[src/rtl/sbsram_pkg.sv]
package sbsram_pkg;

    typedef enum logic [2:0] {
        ST_IDLE,
        ST_RD_FIRST,
        ST_RD_BURST,
        ST_WR_FIRST,
        ST_WR_BURST
    } seq_state_e;

    // Low two address bits of a beat given the start offset and beat count.
    function automatic logic [1:0] beat_offset(input logic [1:0] base,
                                               input logic [1:0] cnt,
                                               input logic       linear);
        return linear ? (base + cnt) : (base ^ cnt);
    endfunction

endpackage

[src/rtl/sbsram_ctrl.sv]
module sbsram_ctrl
    import sbsram_pkg::*;
#(
    parameter int ADDR_W = 6
) (
    input  logic              clk,
    input  logic              rst_n,
    input  logic              sleep,
    input  logic              strb_host,
    input  logic              strb_ctl,
    input  logic              ce_a,
    input  logic              ce_b,
    input  logic              ce_c,
    input  logic              adv,
    input  logic              wr_req,
    input  logic              linear,
    input  logic [ADDR_W-1:0] addr,
    output logic [ADDR_W-1:0] cur_addr,
    output logic [ADDR_W-1:0] wr_addr,
    output logic              wr_fire,
    output logic              rd_active,
    output logic              busy
);
    localparam int UP_W = ADDR_W - 2;

    typedef struct packed {
        seq_state_e       st;
        logic [UP_W-1:0]  upper;
        logic [1:0]       base;
        logic [1:0]       cnt;
    } ctrl_t;

    ctrl_t cur_q, nxt_d;
    logic  start, start_wr;

    always_comb begin
        nxt_d    = cur_q;
        start    = 1'b0;
        start_wr = 1'b0;
        if (sleep) begin
            nxt_d.st = ST_IDLE;
        end else if (strb_host && ce_a) begin
            if (ce_b && ce_c) start = 1'b1;
            else              nxt_d.st = ST_IDLE;
        end else if (strb_ctl) begin
            if (ce_a && ce_b && ce_c) begin
                start    = 1'b1;
                start_wr = wr_req;
            end else begin
                nxt_d.st = ST_IDLE;
            end
        end else if (cur_q.st != ST_IDLE) begin
            if (adv) nxt_d.cnt = cur_q.cnt + 2'd1;
            nxt_d.st = wr_req ? ST_WR_BURST : ST_RD_BURST;
        end
        if (start) begin
            nxt_d.upper = addr[ADDR_W-1:2];
            nxt_d.base  = addr[1:0];
            nxt_d.cnt   = 2'd0;
            nxt_d.st    = start_wr ? ST_WR_FIRST : ST_RD_FIRST;
        end
    end

    always_ff @(posedge clk or negedge rst_n) begin
        if (!rst_n) cur_q <= '{st: ST_IDLE, upper: '0, base: 2'd0, cnt: 2'd0};
        else        cur_q <= nxt_d;
    end

    assign cur_addr  = {cur_q.upper, beat_offset(cur_q.base, cur_q.cnt, linear)};
    assign wr_addr   = {nxt_d.upper, beat_offset(nxt_d.base, nxt_d.cnt, linear)};
    assign wr_fire   = (nxt_d.st == ST_WR_FIRST) || (nxt_d.st == ST_WR_BURST);
    assign rd_active = (cur_q.st == ST_RD_FIRST) || (cur_q.st == ST_RD_BURST);
    assign busy      = (cur_q.st != ST_IDLE);

endmodule

[src/rtl/sbsram_array.sv]
module sbsram_array #(
    parameter int ADDR_W = 6,
    parameter int LANES  = 4,
    parameter int LANE_W = 8
) (
    input  logic                    clk,
    input  logic                    wr_fire,
    input  logic [ADDR_W-1:0]       wr_addr,
    input  logic [LANES-1:0]        lane_we,
    input  logic [LANES*LANE_W-1:0] wdata,
    input  logic [ADDR_W-1:0]       rd_addr,
    output logic [LANES*LANE_W-1:0] rd_data
);
    localparam int DEPTH = 1 << ADDR_W;

    for (genvar g = 0; g < LANES; g++) begin : g_lane
        logic [LANE_W-1:0] mem_q [0:DEPTH-1];

        always_ff @(posedge clk) begin
            if (wr_fire && lane_we[g]) mem_q[wr_addr] <= wdata[g*LANE_W +: LANE_W];
        end

        assign rd_data[g*LANE_W +: LANE_W] = mem_q[rd_addr];
    end

endmodule

[src/rtl/sbsram_rdpath.sv]
module sbsram_rdpath #(
    parameter int DATA_W = 32
) (
    input  logic              clk,
    input  logic              rst_n,
    input  logic              flow_thru,
    input  logic              rd_active,
    input  logic [DATA_W-1:0] arr_data,
    input  logic              out_en,
    input  logic              sleep,
    output logic [DATA_W-1:0] rdata,
    output logic              rvalid
);
    typedef struct packed {
        logic              vld;
        logic [DATA_W-1:0] data;
    } pipe_t;

    pipe_t pipe_q, pipe_d;

    always_comb begin
        pipe_d.vld  = rd_active;
        pipe_d.data = arr_data;
    end

    always_ff @(posedge clk or negedge rst_n) begin
        if (!rst_n) pipe_q <= '0;
        else        pipe_q <= pipe_d;
    end

    assign rdata  = flow_thru ? arr_data : pipe_q.data;
    assign rvalid = out_en && !sleep && (flow_thru ? rd_active : pipe_q.vld);

endmodule

[src/rtl/sbsram_core.sv]
module sbsram_core #(
    parameter int ADDR_W = 6,
    parameter int DATA_W = 32,
    parameter int LANES  = 4
) (
    input  logic              clk,
    input  logic              rst_n,
    input  logic [ADDR_W-1:0] addr,
    input  logic [DATA_W-1:0] wdata,
    input  logic              ce_a,
    input  logic              ce_b,
    input  logic              ce_c,
    input  logic              strb_host,
    input  logic              strb_ctl,
    input  logic              adv,
    input  logic [LANES-1:0]  byte_en,
    input  logic              byte_wr,
    input  logic              glob_wr,
    input  logic              linear,
    input  logic              flow_thru,
    input  logic              out_en,
    input  logic              sleep,
    output logic [DATA_W-1:0] rdata,
    output logic              rvalid
);
    localparam int LANE_W = DATA_W / LANES;

    logic [LANES-1:0]  lane_we;
    logic              wr_req;
    logic [ADDR_W-1:0] cur_addr, wr_addr;
    logic              wr_fire, rd_active, busy;
    logic [DATA_W-1:0] arr_data;

    always_comb begin
        if (glob_wr)      lane_we = '1;
        else if (byte_wr) lane_we = byte_en;
        else              lane_we = '0;
    end
    assign wr_req = |lane_we;

    sbsram_ctrl #(.ADDR_W(ADDR_W)) u_ctrl (
        .clk(clk), .rst_n(rst_n), .sleep(sleep),
        .strb_host(strb_host), .strb_ctl(strb_ctl),
        .ce_a(ce_a), .ce_b(ce_b), .ce_c(ce_c),
        .adv(adv), .wr_req(wr_req), .linear(linear), .addr(addr),
        .cur_addr(cur_addr), .wr_addr(wr_addr), .wr_fire(wr_fire),
        .rd_active(rd_active), .busy(busy)
    );

    sbsram_array #(.ADDR_W(ADDR_W), .LANES(LANES), .LANE_W(LANE_W)) u_array (
        .clk(clk), .wr_fire(wr_fire), .wr_addr(wr_addr), .lane_we(lane_we),
        .wdata(wdata), .rd_addr(cur_addr), .rd_data(arr_data)
    );

    sbsram_rdpath #(.DATA_W(DATA_W)) u_rdpath (
        .clk(clk), .rst_n(rst_n), .flow_thru(flow_thru), .rd_active(rd_active),
        .arr_data(arr_data), .out_en(out_en), .sleep(sleep),
        .rdata(rdata), .rvalid(rvalid)
    );

endmodule

[config.mk]
export PLATFORM = sky130hd
export DESIGN_NAME = sbsram_core
export DESIGN_NICKNAME = d
export VERILOG_FILES = /design/src/rtl/sbsram_pkg.sv /design/src/rtl/sbsram_ctrl.sv /design/src/rtl/sbsram_array.sv /design/src/rtl/sbsram_rdpath.sv /design/src/rtl/sbsram_core.sv
export SDC_FILE = /design/constraint.sdc
export NUM_CORES = 2
export LEC_CHECK = 0
export BUFFER_PORTS_ARGS = -buffer_cell sky130_fd_sc_hd__clkbuf_2
export CORE_ASPECT_RATIO = 1.2
export CORE_MARGIN = 5
export CORE_UTILIZATION = 30
export CTS_CLUSTER_SIZE = 28
export DETAILED_ROUTE_END_ITERATION = 8
export GPL_ROUTABILITY_DRIVEN = 0
export SLEW_MARGIN = 10
export SYNTH_ARGS = -nofsm -noshare
export SYNTH_HDL_FRONTEND = slang
export SYNTH_SLANG_ARGS = --single-unit
[constraint.sdc]
create_clock -name clk -period 8.4 [get_ports clk]
set_clock_uncertainty 0.1 [all_clocks]
set_input_delay 1.68 -clock clk [delete_from_list [all_inputs] [get_ports clk]]
set_output_delay 1.68 -clock clk [all_outputs]
set_load 0.01 [all_outputs]
==> impl_metrics.env <==
export IMPL_root_buffer="clkbuf_16"
export IMPL_start_kind="input pin"
export IMPL_async_flop_share_pct=2.103
export IMPL_vias=49500
export IMPL_cts_resized=0
export IMPL_setup_viol=0
export IMPL_grt_max_degree=95
export IMPL_drive_gt1_share_pct=15.46
export IMPL_finalNonFillerCells=9297
export IMPL_required_ns=6.62
export IMPL_postCtsHoldBufs=0
export IMPL_clkSinkCount=2092
export IMPL_finalPower_uw=26710
export IMPL_drv_slew=0
export IMPL_grt_setup_unrepaired="false"
export IMPL_dp_hpwl_um=156500
export IMPL_tns_ns=0
export IMPL_p_leak_uw=0.03062
export IMPL_core_sq_um=282500
export IMPL_crit_slowest_cell="xnor2_4"
export IMPL_hold_path_endpoint="u_rdpath.pipe_q[32]"
export IMPL_grt_pass1_wl_um=363000
export IMPL_synth_area_sq_um=84960
export IMPL_rr_startpoint="u_ctrl.cur_q[10]"
export IMPL_maxCapViolCount=0
export IMPL_worstPathCellList="clkbuf_2 > and2_4 > xnor2_4 > buf_12 > buf_4 > mux2i_1 > mux4_2 > a21oi_1 > a211oi_1 > o31ai_2 > buf_4 > clkbuf_2"
export IMPL_detail_route_iter0_violations=5313
export IMPL_drtPass1Iterations=6
export IMPL_grt_pass1_vias=49440
export IMPL_ys_warn_count=0
export IMPL_synth_ff_type="edfxtp_1"
export IMPL_dieWidth_um=495.8
export IMPL_htree_levels=4
export IMPL_powerDensity_nw_per_um2=276.5
export IMPL_antenna_found_initial=15
export IMPL_syn_avg_cell_area_sq_um=16.07
export IMPL_yosysMostFrequentCell="edfxtp_1"
export IMPL_worstMarginPinSlew_ns=1.340
export IMPL_nNetsFinal=5424
export IMPL_worstPathMaxFanout=66
export IMPL_r2r_end="u_array.g_lane[2].mem_q[15][5]"
export IMPL_synth_top_area_share_pct=72.39
export IMPL_numPortBuffers=88
export IMPL_outcome="complete, no violations"
export IMPL_maxSlewHeadroom_pct=10.11
export IMPL_tritoncts="done"
export IMPL_yosysTopAreaCell="edfxtp_1"
export IMPL_synth_common_cells="edfxtp_1 (2,048), nand2_1 (604), nor2_1 (468)"
export IMPL_ys_ff_latch=2092
export IMPL_synth_area_leaders="edfxtp_1 (72%), mux4_2 (6.4%), mux2i_1 (4.5%)"
export IMPL_clkLatencyLatePin_ns=0.85
export IMPL_fin_util_pct=34.20
export IMPL_yosysSeqAreaShare_pct=73.69
export IMPL_syn_inst=5286
export IMPL_ant_nets=0
export IMPL_rrSetupSlack_ns=3.53
export IMPL_wirelength_um=254000
export IMPL_reg2reg_depth=12
export IMPL_crit_arrival_ns=5.63
export IMPL_area_growth_pct=13.70
export IMPL_vdd_drop_max_mv=0.2606
export IMPL_wl_per_cell_um=27.33
export IMPL_dieArea_sq_um=294000
export IMPL_critPathMaxStageDelay_ns=0.52
export IMPL_period_share_pct=88.23
export IMPL_grt_ovfl_total=0
export IMPL_cts_buffers=195
export IMPL_synth_nets=5344
export IMPL_avgViaCountPerCell=5.325
export IMPL_timing_fmax_mhz=134.9
export IMPL_grt_usage_pct=16.80
export IMPL_end_kind="output pin"
export IMPL_start_util_pct=30.07
export IMPL_clockBufferDepth=4
export IMPL_drcViolationCount=0
export IMPL_dieHeight_um=592.9
export IMPL_dp_cells=8949
export IMPL_hp_class="reg -> reg"
export IMPL_synth_cell_types=61
export IMPL_row_count=214
export IMPL_post_cts_buffers=0
export IMPL_setup_slack_ns=0.9887
export IMPL_crit_type="in -> out"
export IMPL_path_clk_slew_ns=0.06
export IMPL_min_path_cells=1
export IMPL_num_io_pins=89
export IMPL_fin_crit_ns=7.411
export IMPL_synth_edf_count=2048
export IMPL_pre_cts_ws_ns=1.070
export IMPL_hold_start="u_ctrl.cur_q[10]"
export IMPL_hold_viol=0
-- layout by cell type, fill, tap and decap left out, types with 9 or more instances in the layout --
| master | netlist | layout |
|---|---|---|
| o221ai_1 | 54 | 54 |
| and3_1 | 19 | 19 |
| nor2_1 | 468 | 460 |
| nand3_1 | 97 | 93 |
| a21oi_1 | 171 | 171 |
| edfxtp_1 | 2048 | 2048 |
| o22ai_1 | 18 | 18 |
| o31a_1 | 12 | 12 |
| nand4_1 | 11 | 11 |
| a221oi_1 | 32 | 32 |
| a211oi_1 | 38 | 38 |
| a41oi_1 | 32 | 32 |
| a31oi_1 | 71 | 71 |
| a2111oi_0 | 13 | 12 |
| clkbuf_16 | 0 | 196 |
| buf_12 | 0 | 24 |
| buf_4 | 12 | 142 |
| a21o_1 | 12 | 12 |
| nor3_1 | 225 | 224 |
| clkinv_2 | 0 | 41 |
| bufinv_16 | 0 | 23 |
| dfrtp_1 | 44 | 41 |
| nand2_1 | 604 | 595 |
| o2111ai_1 | 41 | 41 |
| mux2_2 | 35 | 35 |
| clkbuf_1 | 223 | 32 |
| a2111o_1 | 10 | 10 |
| o311ai_0 | 9 | 9 |
| or4_1 | 48 | 48 |
| o31ai_1 | 67 | 59 |
| a21boi_1 | 9 | 9 |
| mux4_2 | 243 | 243 |
| mux2i_1 | 381 | 381 |
| o211a_1 | 13 | 13 |
| clkinv_1 | 1 | 42 |
| nor4_1 | 13 | 13 |
| o21ai_0 | 24 | 22 |
| clkbuf_2 | 1 | 87 |
-- critical path: cells and delay by family --
kind	cells	cell delay [ns]
buffers and inverters	5	1.57
AOI/OAI and AO/OA	3	0.82
muxes	2	0.65
xor gates and xnor gates	1	0.52
and+or+nand+nor	1	0.27
-- cells by family (layout without fill, tap and decap cells) --
| group | after synthesis | count (layout) | synth area share [%] |
|---|---|---|---|
| and+or+nand+nor | 1510 | 1510 | 7.576 |
| DFF | 2092 | 2092 | 73.69 |
| muxes | 659 | 659 | 11.39 |
| adders and majority gates | 2 | 2 | 0.02945 |
| xor gates and xnor gates | 10 | 10 | 0.1340 |
| AOI/OAI and AO/OA | 638 | 638 | 5.314 |
| buffers and inverters | 375 | 600 | 1.866 |
| other | 0 | 6 | 0 |
-- layout make-up --
cell class	instances	area, sq um
antenna	6	15.01
clock buffer	228	5025
clock inverter	114	1155
fill	26790	185900
inverter	5	23.77
multi-input combinational	2819	21060
sequential	2092	62610
tap	3780	4730
timing repair buffer	253	1982
-- registers in the layout, indices dropped and copies added (netlist names) --
name,cells
u_rdpath.pipe_q,33
u_ctrl.cur_q,7
u_array.g_lane.mem_q,2048
u_ctrl.cur_addr,4
-- how the worst max path moves through the flow --
stage            from        end  slack [ns]  cells past startpoint
6_report       linear   rdata[4]        0.99                     12
5_1_grt        linear   rdata[4]        0.98                     12
4_1_cts        linear   rdata[4]        1.07                     12
3_5_place_dp   linear   rdata[4]        1.07                     12
3_3_place_gp   linear  rdata[13]        0.79                     10
2_1_floorplan  linear  rdata[31]        2.77                     10
-- per-stage QoR --
| stage | cell area, sq um | hold WS (ns) |
|---|---|---|
| 2_1_floorplan | 84960 | 0.3264 |
| 3_3_place_gp | 90400 | 0.3327 |
| 3_5_place_dp | 90400 | 0.3378 |
| 4_1_cts | 96580 | 0.3464 |
| 5_1_grt | 96590 | 0.3976 |
| 6_report | 96600 | 0.3454 |
-- where the power goes --
part / internal (uW) / switching [uW]
logic: 2100 / 4210
registers: 11500 / 71.2
clock network: 4970 / 3810
-- per-layer routing --
metal / track usage, % / share of wire, % / routed length, um / vias to the layer above
li1: - / - / - / 20940
met1: 20.56 / 37 / 94930 / 25690
met2: 28.47 / 49 / 125100 / 2269
met3: 2.512 / 7.1 / 18140 / 600
met4: 9.470 / 6.2 / 15850 / 10
met5: 0 / 0.027 / 69 / -
Note: power is estimated with default switching activity, not from simulation.
